**src/rtl/irq_hub_pkg.sv**
```systemverilog
package irq_hub_pkg;
  localparam int ADDR_W     = 16;
  localparam int DATA_W     = 8;
  localparam int NUM_GRP    = 4;
  localparam int SYNC_DEPTH = 2;

  localparam logic [7:0] OFF_RAW   = 8'h10;
  localparam logic [7:0] OFF_TYPE  = 8'h11;
  localparam logic [7:0] OFF_POS   = 8'h12;
  localparam logic [7:0] OFF_NEG   = 8'h13;
  localparam logic [7:0] OFF_ACK   = 8'h14;
  localparam logic [7:0] OFF_ENON  = 8'h15;
  localparam logic [7:0] OFF_ENOFF = 8'h16;
  localparam logic [7:0] OFF_LATCH = 8'h18;

  localparam logic [ADDR_W-1:0] SUMMARY_ADDR = 16'h0550;

  // Base address of each group; the low byte is always zero.
  function automatic logic [ADDR_W-1:0] grp_base(input int g);
    case (g)
      0:       return 16'h0900;
      1:       return 16'h2400;
      2:       return 16'hC000;
      default: return 16'hC100;
    endcase
  endfunction

  // Implemented source bits per group.
  function automatic logic [DATA_W-1:0] grp_impl(input int g);
    return (g == 0) ? 8'h1F : 8'h01;
  endfunction

  // Trigger condition per bit: edge or level, positive and/or negative sense.
  function automatic logic [DATA_W-1:0] trig(
    input logic [DATA_W-1:0] typ, input logic [DATA_W-1:0] pos,
    input logic [DATA_W-1:0] neg, input logic [DATA_W-1:0] cur,
    input logic [DATA_W-1:0] prv);
    logic [DATA_W-1:0] edg, lvl;
    edg = (pos & cur & ~prv) | (neg & ~cur & prv);
    lvl = (pos & cur) | (neg & ~cur);
    return (typ & edg) | (~typ & lvl);
  endfunction
endpackage

```
**src/rtl/irq_sync.sv**
```systemverilog
module irq_sync #(
  parameter int W     = 8,
  parameter int DEPTH = 2
) (
  input  logic         clk,
  input  logic         rst_n,
  input  logic [W-1:0] d,
  output logic [W-1:0] q
);
  logic [W-1:0] stg [DEPTH];

  always_ff @(posedge clk or negedge rst_n) begin
    if (!rst_n) begin
      for (int i = 0; i < DEPTH; i++) stg[i] <= '0;
    end else begin
      stg[0] <= d;
      for (int i = 1; i < DEPTH; i++) stg[i] <= stg[i-1];
    end
  end

  assign q = stg[DEPTH-1];
endmodule

```
**src/rtl/irq_group.sv**
```systemverilog
module irq_group
  import irq_hub_pkg::*;
#(
  parameter logic [DATA_W-1:0] IMPL       = 8'h01,
  parameter bit                FIXED_RISE = 1'b0
) (
  input  logic              clk,
  input  logic              rst_n,
  input  logic [DATA_W-1:0] lvl,
  input  logic              sel,
  input  logic [7:0]        off,
  input  logic              wr,
  input  logic [DATA_W-1:0] wdata,
  output logic [DATA_W-1:0] rd_val,
  output logic              pend
);
  logic [DATA_W-1:0] typ, pos, neg;
  logic [DATA_W-1:0] en_q, lat_q, prv_q, evt, wbits;
  logic              ack_wr, on_wr, off_wr;

  assign wbits  = wdata & IMPL;
  assign ack_wr = sel && wr && (off == OFF_ACK);
  assign on_wr  = sel && wr && (off == OFF_ENON);
  assign off_wr = sel && wr && (off == OFF_ENOFF);

  generate
    if (FIXED_RISE) begin : g_fixed
      assign typ = IMPL;
      assign pos = IMPL;
      assign neg = '0;
    end else begin : g_cfg
      logic [DATA_W-1:0] typ_q, pos_q, neg_q;
      always_ff @(posedge clk or negedge rst_n) begin
        if (!rst_n) begin
          typ_q <= '0;
          pos_q <= '0;
          neg_q <= '0;
        end else if (sel && wr) begin
          if (off == OFF_TYPE) typ_q <= wbits;
          if (off == OFF_POS)  pos_q <= wbits;
          if (off == OFF_NEG)  neg_q <= wbits;
        end
      end
      assign typ = typ_q;
      assign pos = pos_q;
      assign neg = neg_q;
    end
  endgenerate

  assign evt = trig(typ, pos, neg, lvl, prv_q) & IMPL;

  always_ff @(posedge clk or negedge rst_n) begin
    if (!rst_n) begin
      en_q  <= '0;
      lat_q <= '0;
      prv_q <= '0;
    end else begin
      prv_q <= lvl;
      lat_q <= (lat_q & ~(ack_wr ? wbits : '0)) | evt;
      if (on_wr)       en_q <= en_q | wbits;
      else if (off_wr) en_q <= en_q & ~wbits;
    end
  end

  assign pend = |(lat_q & en_q);

  always_comb begin
    rd_val = '0;
    if (sel) begin
      case (off)
        OFF_RAW:              rd_val = lvl & IMPL;
        OFF_TYPE:             rd_val = typ;
        OFF_POS:              rd_val = pos;
        OFF_NEG:              rd_val = neg;
        OFF_ENON, OFF_ENOFF:  rd_val = en_q;
        OFF_LATCH:            rd_val = lat_q;
        default:              rd_val = '0;
      endcase
    end
  end

  assert_enable_on_R6: assert property (@(posedge clk) disable iff (!rst_n)
    on_wr |=> ((en_q & $past(wbits)) == $past(wbits)));

  assert_ack_clears_R5: assert property (@(posedge clk) disable iff (!rst_n)
    ack_wr |=> ((lat_q & $past(wbits & ~evt)) == '0));

  assert_edge_needs_change_R3: assert property (@(posedge clk) disable iff (!rst_n)
    ((lat_q & ~$past(lat_q) & $past(typ)) & ~($past(lvl) ^ $past(prv_q))) == '0);
endmodule

```
**src/rtl/irq_hub.sv**
```systemverilog
module irq_hub
  import irq_hub_pkg::*;
#(
  parameter int NGRP = NUM_GRP,
  parameter int SYNC = SYNC_DEPTH
) (
  input  logic                   clk,
  input  logic                   rst_n,
  input  logic [ADDR_W-1:0]      bus_addr,
  input  logic [DATA_W-1:0]      bus_wdata,
  input  logic                   bus_wr,
  input  logic                   bus_rd,
  output logic [DATA_W-1:0]      bus_rdata,
  input  logic [NGRP*DATA_W-1:0] src_in,
  output logic                   host_irq
);
  localparam int SRC_BITS = NGRP * DATA_W;

  logic [SRC_BITS-1:0] src_s;
  logic [DATA_W-1:0]   grp_rd [NGRP];
  logic [NGRP-1:0]     grp_sel, summary;
  logic [DATA_W-1:0]   rd_comb;
  logic                off_known, mapped;

  irq_sync #(.W(SRC_BITS), .DEPTH(SYNC)) u_sync (
    .clk(clk), .rst_n(rst_n), .d(src_in), .q(src_s));

  always_comb begin
    case (bus_addr[7:0])
      OFF_RAW, OFF_TYPE, OFF_POS, OFF_NEG, OFF_ACK,
      OFF_ENON, OFF_ENOFF, OFF_LATCH: off_known = 1'b1;
      default:                        off_known = 1'b0;
    endcase
  end

  generate
    for (genvar g = 0; g < NGRP; g++) begin : g_grp
      localparam logic [ADDR_W-1:0] BASE = grp_base(g);
      assign grp_sel[g] = (bus_addr[15:8] == BASE[15:8]);
      irq_group #(.IMPL(grp_impl(g)), .FIXED_RISE(g == 0)) u_grp (
        .clk(clk), .rst_n(rst_n),
        .lvl(src_s[g*DATA_W +: DATA_W]),
        .sel(grp_sel[g]), .off(bus_addr[7:0]),
        .wr(bus_wr), .wdata(bus_wdata),
        .rd_val(grp_rd[g]), .pend(summary[g]));
    end
  endgenerate

  assign mapped = (bus_addr == SUMMARY_ADDR) || ((|grp_sel) && off_known);

  always_comb begin
    rd_comb = '0;
    if (bus_addr == SUMMARY_ADDR) rd_comb = DATA_W'(summary);
    else for (int g = 0; g < NGRP; g++) rd_comb = rd_comb | grp_rd[g];
  end

  always_ff @(posedge clk or negedge rst_n) begin
    if (!rst_n) begin
      bus_rdata <= '0;
      host_irq  <= 1'b0;
    end else begin
      host_irq <= |summary;
      if (bus_rd) bus_rdata <= rd_comb;
    end
  end

  assert_irq_follows_summary_R8: assert property (@(posedge clk) disable iff (!rst_n)
    host_irq == $past(|summary));

  assert_unmapped_reads_zero_R1: assert property (@(posedge clk) disable iff (!rst_n)
    (bus_rd && !mapped) |=> (bus_rdata == '0));

  assert_rdata_holds_R11: assert property (@(posedge clk) disable iff (!rst_n)
    !bus_rd |=> $stable(bus_rdata));
endmodule

```
**config.mk**
```make
export PLATFORM = sky130hd
export DESIGN_NAME = irq_hub
export DESIGN_NICKNAME = d
export VERILOG_FILES = /design/src/rtl/irq_hub_pkg.sv /design/src/rtl/irq_sync.sv /design/src/rtl/irq_group.sv /design/src/rtl/irq_hub.sv
export SDC_FILE = /design/constraint.sdc
export NUM_CORES = 1
export LEC_CHECK = 0
export ABC_CLOCK_PERIOD_IN_PS = 2700
export CAP_MARGIN = 20
export CORE_ASPECT_RATIO = 0.5
export CORE_MARGIN = 2
export CORE_UTILIZATION = 24
export CTS_CLUSTER_SIZE = 16
export DETAILED_ROUTE_END_ITERATION = 8
export DONT_BUFFER_PORTS = 1
export GPL_ROUTABILITY_DRIVEN = 0
export GPL_TIMING_DRIVEN = 0
export PLACE_DENSITY = 0.48
export SLEW_MARGIN = 25
export SYNTH_ARGS = -nofsm -noshare
export SYNTH_HDL_FRONTEND = slang
export SYNTH_HIERARCHICAL = 1
export SYNTH_SLANG_ARGS = --single-unit
```
**constraint.sdc**
```tcl
create_clock -name clk -period 2.7 [get_ports clk]
set_input_delay 0.405 -clock clk [delete_from_list [all_inputs] [get_ports clk]]
set_output_delay 0.405 -clock clk [all_outputs]
set_load 0.01 [all_outputs]
```
# Word-level counts from Yosys, hierarchy flattened

Index checks and enable logic that the tools add are counted.
W data, S select, Z words.

Equal/unequal tests: 13
Muxes and demuxes: 21
Bitwise operators: 67
Reductions and logical operators: 36

Operators with widths:

| cell                   | count |
|---|---|
| $pmux W8 S6            | 3 |
| $mux W8                | 13 |
| $and A8 B8 Y8          | 12 |
| $eq A8 B5 Y1 const B   | 8 |
| $or A8 B1 Y8           | 6 |
| $not A8 Y8             | 4 |
| $pmux W8 S4            | 1 |
| $reduce_or A32 Y1      | 1 |
| $reduce_or A8 Y1       | 4 |
| $or A8 B8 Y8           | 3 |
| $and A1 B1 Y1          | 18 |
| $reduce_and A2 Y1      | 9 |
| $eq A16 B11 Y1 const B | 1 |
| $eq A8 B8 Y1 const B   | 2 |
| $logic_and A1 B1 Y1    | 16 |
| $or A8 B5 Y8           | 2 |
| $not A1 Y1             | 9 |
| $or A1 B1 Y1           | 9 |
| $eq A8 B4 Y1 const B   | 1 |
| $eq A8 B6 Y1 const B   | 1 |
| $not A1 Y8             | 1 |
| $not A5 Y8             | 1 |
| $reduce_bool A2 Y1     | 4 |
| $and A5 B5 Y5          | 1 |
| other kinds (4)        | 7 |

Bits in registers: 140
Input bits: 60
Output and inout port bits: 9
Logic and storage cells: 162

# Logic depth before layout (Yosys ltp)

Gate-level depths: netlist (run 1).

Depth in word-level cells: 8
Gate-level depth with buffers: 9
Mapped depth without buffers: 9

# Cells and area by module

The synthesis (run 1) kept the hierarchy.

Modules (own cells, without submodules):

| module                         | times used | cells each | area an instance (µm²) | sequential area each (µm²) |
|---|---|---|---|---|
| irq_sync                       | 1          | 96         | 1,841.8                | 1,601.5 |
| irq_group (g_grp[1].u_grp ...) | 3          | 54         | 479.2                  | 150.1 |
| irq_group (g_grp[0].u_grp)     | 1          | 90         | 900.9                  | 375.4 |
| irq_hub                        | 1          | 62         | 584.3                  | 225.2 |

# Worst setup path before layout (run 1)

Ideal clock, no wire load.

Path type: input to register
Start: input bus_addr[0]
End: register bus_rdata[0]
Library setup time: 136 ps
Arrival: 2,088 ps
Data required time: 2,564 ps
Slack: 476 ps
Cell stages on the path: 7
Buffers on the path: 1
Cells stage by stage: clkbuf_1 > mux2_2 > a32o_1 > o211a_1 > or4_1 > a21oi_1 > o22ai_1

RTL lines:

| element              | RTL line      | source |
|---|---|---|
| from (decl)          | irq_hub.sv:9  | `input logic [ADDR_W-1:0] bus_addr,` |
| to (signal assigned) | irq_hub.sv:63 | `if (bus_rd) bus_rdata <= rd_comb;` |
| to (decl)            | irq_hub.sv:13 | `output logic [DATA_W-1:0] bus_rdata,` |

==> results of run 1 <==
-- power by group through the flow --
| stage | Combinational (mW) | Sequential (mW) | Clock (mW) |
|---|---|---|---|
| 6_report | 0.179 | 0.908 | 1.14 |
| 2_1_floorplan | 0.132 | 0.920 | 0 |
| 5_1_grt | 0.201 | 0.910 | 1.23 |
| 4_1_cts | 0.179 | 0.908 | 1.18 |
| 3_3_place_gp | 0.153 | 0.923 | 0 |
| 3_5_place_dp | 0.153 | 0.924 | 0 |
-- final timing paths --
path / startpoint / cells past startpoint / slack (ps) / endpoint
setup / recovery: bus_addr[15] / 8 / 320 / bus_rdata[0]$_DFFE_PN0P_
hold / removal: src_in[16] / 0 / 100 / u_sync/stg[48]$_DFF_PN0_
setup reg to reg: g_grp[1].u_grp/g_cfg.pos_q[0]$_DFFE_PN0P_ / 6 / 660 / bus_rdata[0]$_DFFE_PN0P_
hold reg to reg: u_sync/stg[56]$_DFF_PN0_ / 0 / 350 / u_sync/q[24]$_DFF_PN0_
max in group asynchronous: rst_n / 2 / 1850 / async pin
min in group asynchronous: rst_n / 2 / 580 / g_grp[0].u_grp/lat_q[2]$_DFF_PN0_
-- layout by cell type (no fill, tap or decap), types with 7 or more instances in the layout --
cell type	count
clkbuf_16	9
nand2_1	16
nand3_1	15
mux2_2	17
or4_1	8
o31ai_1	8
inv_1	16
clkbuf_1	11
nand2b_1	8
nor4_1	18
buf_4	32
conb_1	24
a21oi_1	9
dfrtp_1	58
o21ai_0	7
nor2_1	10
-- timing repair --
action	in CTS	in global routing
hold buffers	2	0
endpoints found under the hold margin	58	0
endpoints found under the setup margin	0	0
buffers inserted	0	0
-- critical path, cell delays in order --
cell and delay, ps:
or3b_1 450, nor4b_1 500, nand3b_1 310, a2111oi_0 440, o211a_1 210, or4_1 140
a21oi_1 50, o22ai_1 130
-- final cells by class --
type | count | area (µm²) | area share [%]
Multi-Input combinational cell | 236 | 1630 | 40.5
Timing Repair Buffer | 2 | 37.5 | 0.931
Buffer | 48 | 313 | 7.76
Tap cell | 192 | 240 | 5.96
Clock inverter | 5 | 55.1 | 1.37
Inverter | 16 | 60.1 | 1.49
Sequential cell | 58 | 1450 | 36.0
Clock buffer | 10 | 239 | 5.93
-- metal layers --
| layer | vias up | part of all wire, % | GRT usage, % |
|---|---|---|---|
| li1 | 1280 | - | - |
| met1 | 1232 | 50 | 16.0 |
| met2 | 46 | 44 | 18.1 |
| met3 | 10 | 4.8 | 3.75 |
| met4 | 0 | 1.3 | 4.05 |
| met5 | - | 0 | 0 |
==> out/metrics.yaml, run 1 <==
cells_and_area:
  syn_to_final_growth_pct: 19.1
  n_fill_cell: 1445
  final_util_pct: 29.5
  antenna_cells: 0
  final_nets: 431
  finalNonFillerCells: 567
  stdcell_area_um2: 4030
  drive_gt1_share_pct: 20.8
power_and_ir_drop:
  p_leak_nw: 1.62
  swShare_pct: 23.3
  finalPower_mw: 2.23
  p_per_area_nw_per_um2: 553
  p_comb_share_pct: 8.0
  p_int_mw: 1.71
  clkPwrFrac_pct: 51.2
  irDropWorstVdd_mv: 0.221
  p_sw_mw: 0.519
  power_frac_seq_pct: 40.8
clock_tree:
  clk_latency_ps: 340
  h-tree-depth: 3
  clk_pin_slew_ps: 60
  clockBufferDepth: 2
  cts_sinks: 58
  cts_root_buffer: "clkbuf_16"
  post_cts_resized: 0
  numCtsBuffers: 9
  cts_tree: "built"
critical_path:
  worstPathArrival_ps: 2640
  end_kind: "flip-flop"
  worstSetupStartpointType: "primary input"
  path_max_fanout: 7
  critPathRequiredTime_ps: 2960
  path_class: "primary input to flip-flop"
floorplanning:
  die_w_um: 172
  die_area_um2: 15100
  die_y_um: 88.0
  initial_core_util_pct: 24.8
  num_io_pins: 69
  core_um2: 13700
  num_rows: 30
flow_run:
  drv_cap: 0
global_route:
  grt_pass1_wl_mm: 13.6
  grt_overflow: 0
  antenna_found_initial: 0
  grt_pass1_vias: 2552
  grt_start_max_net_pins: 59
  track_usage_pct: 11.9
sta:
  slew_violations: 0
  finClkSkew_ps: 9.89
  worst_pin_slew_ps: 651
  setup_violations: 0
  final_hold_viol_count: 0
  post-route-min-period_ps: 2380
  holdWs_ps: 99.0
  min_period_over_period_pct: 88.1
  clock.fmax_ghz: 0.420
  relSlewSlack_pct: 56.0
  fin_ws_ps: 321
  final.setup.tns_ps: 0
  rsz0062_at_grt: "false"
yosys:
  syn_avg_cell_area_um2: 10.0
  synth_cells: 338
  netlist_area_um2: 3380
  ys_warn_count: 6
detailed_routing:
  firstDrtPassIters: 5
  finalWirelength_mm: 8.15
  ant_nets: 0
  vias: 2568
  routedWlPerCell_um: 14.4
  viasPerCell: 4.53
  drc: 0
  drtIter0Drc: 173
min_path:
  hold_class: "primary input to flip-flop"
placed_design:
  io_buffers: 0
  post_dp_cell_area_um2: 3700
  dpl.hpwl_mm: 5.81
  dp_cells: 550
  pre_cts_ws_ps: -11.6
outcome:
  status: "finished, final reports clean"
No activity file was read; power rests on OpenSTA's default activity.
==> run 2, diff against run 1 <==
- CTS_CLUSTER_DIAMETER: unset -> 30
- SETUP_SLACK_MARGIN: unset -> 0.5
==> out/metrics.yaml, run 2 (synthesis gave the netlist of run 1 again) <==
clock_tree:
  clk_pin_slew_ps: 60  # about the same
  clk_latency_ps: 340  # about the same
  cts_root_buffer: "clkbuf_16"  # unchanged
  clockBufferDepth: 2  # unchanged
  cts_sinks: 58  # unchanged
  cts_tree: "built"  # unchanged
  h-tree-depth: 3  # unchanged
  numCtsBuffers: 9  # unchanged
global_route:
  antenna_found_initial: 0  # unchanged
  grt_pass1_wl_mm: 13.5  # was 13.6 mm
  track_usage_pct: 11.7  # was 11.9%
  grt_overflow: 0  # unchanged
  grt_start_max_net_pins: 59  # unchanged
  grt_pass1_vias: 2530  # was 2552
sta:
  post-route-min-period_ps: 2080  # was 2380 ps
  worst_pin_slew_ps: 695  # was 651 ps
  min_period_over_period_pct: 76.9  # was 88.1%
  clock.fmax_ghz: 0.481  # was 0.420 GHz
  rsz0062_at_grt: "false"  # unchanged
  final_hold_viol_count: 0  # unchanged
  finClkSkew_ps: 6.13  # was 9.89 ps
  slew_violations: 0  # unchanged
  relSlewSlack_pct: 53.0  # was 56.0%
  final.setup.tns_ps: 0  # unchanged
  setup_violations: 0  # unchanged
  fin_ws_ps: 623  # was 321 ps
critical_path:
  worstPathArrival_ps: 2340  # was 2640 ps
  crit_chain: "or3b_1 -> nor4b_2 -> nand3b_1 -> buf_4 -> a2111oi_2 -> o211a_1 -> or4_1 -> a21oi_1 -> o22ai_1"  # was or3b_1 -> nor4b_1 -> nand3b_1 -> a2111oi_0 -> o211a_1 -> or4_1 -> a21oi_1 -> o22ai_1
  cpPeakStageDelay_ps: 450  # was 500 ps
  worstSetupStartpointType: "primary input"  # unchanged
  path_max_fanout: 7  # unchanged
  critPathRequiredTime_ps: 2960  # about the same
  path_class: "primary input to flip-flop"  # unchanged
  crit_slowest_cell: "or3b_1"  # was nor4b_1
  end_kind: "flip-flop"  # unchanged
floorplanning:
  core_um2: 13700  # unchanged
  die_w_um: 172  # unchanged
  num_rows: 30  # unchanged
  initial_core_util_pct: 24.8  # unchanged
  die_area_um2: 15100  # unchanged
  die_y_um: 88.0  # unchanged
  num_io_pins: 69  # unchanged
detailed_routing:
  drtIter0Drc: 152  # was 173
  finalWirelength_mm: 8.09  # was 8.15 mm
  drc: 0  # unchanged
  viasPerCell: 4.45  # was 4.53
  routedWlPerCell_um: 14.2  # was 14.4 µm
  ant_nets: 0  # unchanged
  vias: 2532  # was 2568
  firstDrtPassIters: 4  # was 5
power_and_ir_drop:
  p_comb_share_pct: 7.6  # was 8.0%
  clkPwrFrac_pct: 53.7  # was 51.2%
  power_frac_seq_pct: 38.6  # was 40.8%
  p_sw_mw: 0.555  # was 0.519 mW
  swShare_pct: 23.6  # was 23.3%
  p_int_mw: 1.79  # was 1.71 mW
  p_leak_nw: 1.64  # was 1.62 nW
  irDropWorstVdd_mv: 0.205  # was 0.221 mV
  p_per_area_nw_per_um2: 574  # was 553 nW/µm²
cells_and_area:
  final_cell_mix: "dfrtp_1 (58), buf_4 (33), conb_1 (24), nor4_1 (18), mux2_2 (17)"  # was dfrtp_1 (58), buf_4 (32), conb_1 (24), nor4_1 (18), mux2_2 (17)
  antenna_cells: 0  # unchanged
  final_nets: 432  # was 431
  layout_commonest_cell: "dfrtp_1"  # unchanged
  syn_to_final_growth_pct: 20.8  # was 19.1%
  n_fill_cell: 1447  # was 1445
  drive_gt1_share_pct: 22.0  # was 20.8%
placed_design:
  pre_cts_ws_ps: 22.9  # was -11.6 ps
  dpl.hpwl_mm: 5.68  # was 5.81 mm
  io_buffers: 0  # unchanged
flow_run:
  drv_cap: 0  # unchanged
outcome:
  status: "finished, final reports clean"  # unchanged
min_path:
  hold_class: "primary input to flip-flop"  # unchanged
## run 2: changes by cell type in the layout (fill, tap and decap cells not counted), moves of 2 or more
cell	previous run	this run
clkinv_4	0	3
clkinv_2	2	0
a2111oi_0	3	0
a2111oi_1	0	2
## run 2: worst max-delay path: cells and delay by family
family	cells	cell delay [ps]
AO/OA/AOI/OAI	4	720
buffers and inverters	1	170
AND/OR/NAND/NOR	4	1040
## run 2: timing repair
action | 4_1_cts | 5_1_grt
hold buffers | 2 | 0
setup buffers | 0 | 1
hold endpoints to repair | 58 | 0
gates cloned | 0 | 0
gates resized for setup | 1 | 2
setup endpoints to repair | 2 | 1
pin swaps | 0 | 1
## run 2: layer usage
| layer | vias to the layer above | part of all wire [%] | GRT usage, % | wire length [µm] |
|---|---|---|---|---|
| met5 | - | 0 | 0 | 0 |
| met4 | 0 | 1.1 | 4.43 | 86 |
| met1 | 1200 | 50 | 15.6 | 4070 |
| li1 | 1285 | - | - | - |
| met2 | 41 | 44 | 17.7 | 3530 |
| met3 | 6 | 5.0 | 3.93 | 405 |
## run 2: path summary, 6_finish.rpt
kind,from,end,slack (ps),cells past startpoint
worst min register to register,u_sync/stg[36]$_DFF_PN0_,u_sync/q[4]$_DFF_PN0_,350,0
min in group asynchronous,rst_n,u_sync/stg[33]$_DFF_PN0_,580,2
worst max-delay path,bus_addr[15],bus_rdata[0]$_DFFE_PN0P_,620,9
max in group asynchronous,rst_n,async pin,1850,2
worst max register to register,g_grp[1].u_grp/g_cfg.pos_q[0]$_DFFE_PN0P_,bus_rdata[0]$_DFFE_PN0P_,640,6
worst min-delay path,src_in[1],u_sync/stg[33]$_DFF_PN0_,90,0
## run 2: area by class of cell
| type | instances | area [µm²] | area share (%) |
|---|---|---|---|
| plain buffers | 48 | 314 | 7.68 |
| clock buffers | 9 | 225 | 5.51 |
| clock inverters | 7 | 103 | 2.51 |
| inverters | 16 | 60.1 | 1.47 |
| multi-input cells | 236 | 1650 | 40.3 |
| flip-flops and latches | 58 | 1450 | 35.5 |
| well taps | 192 | 240 | 5.88 |
| repair buffers | 3 | 45.0 | 1.10 |
## run 2: through the flow
step	total power, mW	std cells	area (µm²)	hold WS [ps]	util (%)
2_1_floorplan	1.05	358	3470	109	-
3_3_place_gp	1.08	550	3710	111	27.1
3_5_place_dp	1.08	550	3710	111	27.1
4_1_cts	2.38	568	4080	79.1	29.8
5_1_grt	2.44	569	4090	74.0	29.9
6_report	2.35	569	4090	90.0	29.9
## run 2: power by group through the flow
stage,combinational [mW],sequential (mW),clock [mW]
6_report,0.180,0.907,1.26
5_1_grt,0.203,0.909,1.33
4_1_cts,0.179,0.907,1.30
3_5_place_dp,0.154,0.923,0
3_3_place_gp,0.153,0.923,0
2_1_floorplan,0.133,0.920,0
==> run 3, diff against run 2 <==
- ABC_CLOCK_PERIOD_IN_PS: 2700 -> 1700
- PLACE_DENSITY: 0.48 -> 0.49
- clock period: 2.7 -> 1.7 ns (I/O delays scaled with it)
==> out/metrics.yaml, run 3 (synthesis gave the netlist of run 1 again) <==
clock_tree:
  cts_sinks: 58  # unchanged
  ctsHoldBuffers: 8  # was 2
  cts_root_buffer: "clkbuf_16"  # unchanged
  cts_tree: "built"  # unchanged
  clockBufferDepth: 2  # unchanged
  h-tree-depth: 3  # unchanged
  clk_pin_slew_ps: 60  # about the same
  clk_latency_ps: 340  # about the same
  numCtsBuffers: 9  # unchanged
global_route:
  grt_pass1_vias: 2710  # was 2530
  grt_start_max_net_pins: 59  # unchanged
  grt_overflow: 0  # unchanged
  grt_pass1_wl_mm: 14.8  # was 13.5 mm
  track_usage_pct: 12.9  # was 11.7%
  antenna_found_initial: 0  # unchanged
min_path:
  hold_class: "primary input to async pin"  # was primary input to flip-flop
critical_path:
  worstSetupStartpointType: "flip-flop"  # was primary input
  worstPathArrival_ps: 2170  # was 2340 ps
  path_max_fanout: 3  # was 7
  critPathRequiredTime_ps: 1890  # was 2960 ps
  reg2reg_slack_ps: -280  # was 640 ps
  path_class: "flip-flop to flip-flop"  # was primary input to flip-flop
  crit_chain: "mux2_4 -> a32o_1 -> o211a_1 -> or4_4 -> a21oi_2 -> o22ai_1"  # was or3b_1 -> nor4b_2 -> nand3b_1 -> buf_4 -> a2111oi_2 -> o211a_1 -> or4_1 -> a21oi_1 -> o22ai_1
  crit_slowest_cell: "or4_4"  # was or3b_1
  cpPeakStageDelay_ps: 540  # was 450 ps
  end_kind: "flip-flop"  # unchanged
sta:
  holdWs_ps: -390  # was 90.0 ps
  clock.fmax_ghz: 0.506
  final_hold_viol_count: 58  # was 0
  final.setup.tns_ps: -340  # was 0 ps
  worst_pin_slew_ps: 848  # was 695 ps
  setup_violations: 3  # was 0
  slew_violations: 0  # unchanged
  post-route-min-period_ps: 1980
  relSlewSlack_pct: 43.0  # was 53.0%
  finClkSkew_ps: 6.81  # was 6.13 ps
  rsz0062_at_grt: "true"  # was false
  fin_ws_ps: -277  # was 623 ps
  min_period_over_period_pct: 116
floorplanning:
  die_w_um: 172  # unchanged
  initial_core_util_pct: 24.8  # unchanged
  num_io_pins: 69  # unchanged
  die_y_um: 88.0  # unchanged
  num_rows: 30  # unchanged
  core_um2: 13700  # unchanged
  die_area_um2: 15100  # unchanged
cells_and_area:
  syn_to_final_growth_pct: 41.5  # was 20.8%
  antenna_cells: 0  # unchanged
  final_nets: 448  # was 432
  layout_commonest_cell: "dfrtp_1"  # unchanged
  final_cell_mix: "dfrtp_1 (58), buf_4 (34), conb_1 (24), inv_1 (16), nand2_1 (16)"  # was dfrtp_1 (58), buf_4 (33), conb_1 (24), nor4_1 (18), mux2_2 (17)
  drive_gt1_share_pct: 36.4  # was 22.0%
  finalNonFillerCells: 585  # was 569
  n_fill_cell: 1394  # was 1447
power_and_ir_drop:
  p_per_area_nw_per_um2: 788  # was 574 nW/µm²
  p_leak_nw: 1.94  # was 1.64 nW
  irDropWorstVdd_mv: 0.364  # was 0.205 mV
detailed_routing:
  drtIter0Drc: 159  # was 152
  ant_nets: 0  # unchanged
  finalWirelength_mm: 9.03  # was 8.09 mm
  vias: 2712  # was 2532
  firstDrtPassIters: 4  # unchanged
  drc: 0  # unchanged
  viasPerCell: 4.64  # was 4.45
  routedWlPerCell_um: 15.4  # was 14.2 µm
flow_run:
  drv_cap: 0  # unchanged
placed_design:
  pre_cts_ws_ps: -412  # was 22.9 ps
  dpl.hpwl_mm: 6.12  # was 5.68 mm
  dp_cells: 550  # unchanged
  io_buffers: 0  # unchanged
outcome:
  violations: "negative hold slack, negative setup slack"
  status: "finished with violations"  # was finished, final reports clean
run 3: layer usage:
layer  up-vias  share of wire [%]  track usage [%]
met1      1334                 48             16.7
li1       1318                  -                -
met4         0                1.2             4.97
met2        51                 47             20.8
met3         9                4.0             3.43
met5         -                  0                0
run 3: critical path, delay by kind of cell (launching register included):
family,cells,cell delay (ps)
and+or+nand+nor,1,540
AOI/OAI and AO/OA,4,630
muxes,1,260
DFF,1,390
run 3: through the flow:
step | area (µm²) | total power [mW] | utilization, %
floorplan | 3640 | 1.70 | -
global placement | 3880 | 1.74 | 28.4
detailed placement | 3880 | 1.74 | 28.4
CTS | 4560 | 3.81 | 33.4
global route | 4790 | 3.92 | 35.0
finish | 4790 | 3.77 | 35.0
run 3: area by class of cell:
cell class                 instances  area [µm²]  share of cell area (%)
tap                              192         240                    5.02
clock inverter                     7         101                    2.12
multi-input combinational        236        2130                    44.6
clock buffer                       9         225                    4.70
sequential                        58        1450                    30.3
buffer                            48         374                    7.81
inverter                          16        60.1                    1.25
timing repair buffer              19         201                    4.21
run 3: worst paths after layout:
path | start | end | cells past startpoint
hold / removal | rst_n | u_sync/stg[33]$_DFF_PN0_ | 0
setup reg to reg | g_grp[3].u_grp/g_cfg.neg_q[0]$_DFFE_PN0P_ | bus_rdata[0]$_DFFE_PN0P_ | 6
hold reg to reg | u_sync/stg[56]$_DFF_PN0_ | u_sync/q[24]$_DFF_PN0_ | 0
max in group asynchronous | rst_n | bus_rdata[0]$_DFFE_PN0P_ | 0
setup / recovery | g_grp[3].u_grp/g_cfg.neg_q[0]$_DFFE_PN0P_ | bus_rdata[0]$_DFFE_PN0P_ | 6
min in group clk | bus_wdata[0] | g_grp[2].u_grp/g_cfg.typ_q[0]$_DFFE_PN0P_ | 1
run 3: repair_timing:
item | 4_1_cts | 5_1_grt
endpoints found under the setup margin | 31 | 31
resized for setup | 35 | 37
pin swaps | 13 | 6
buffers inserted | 8 | 3
endpoints found under the hold margin | 66 | 58
run 3: report_power, final:
part	total (mW)	internal, mW	switching, mW
clock	2.00	1.29	0.702
sequential	1.44	1.42	0.0211
combinational	0.333	0.169	0.165
total	3.77	2.88	0.888
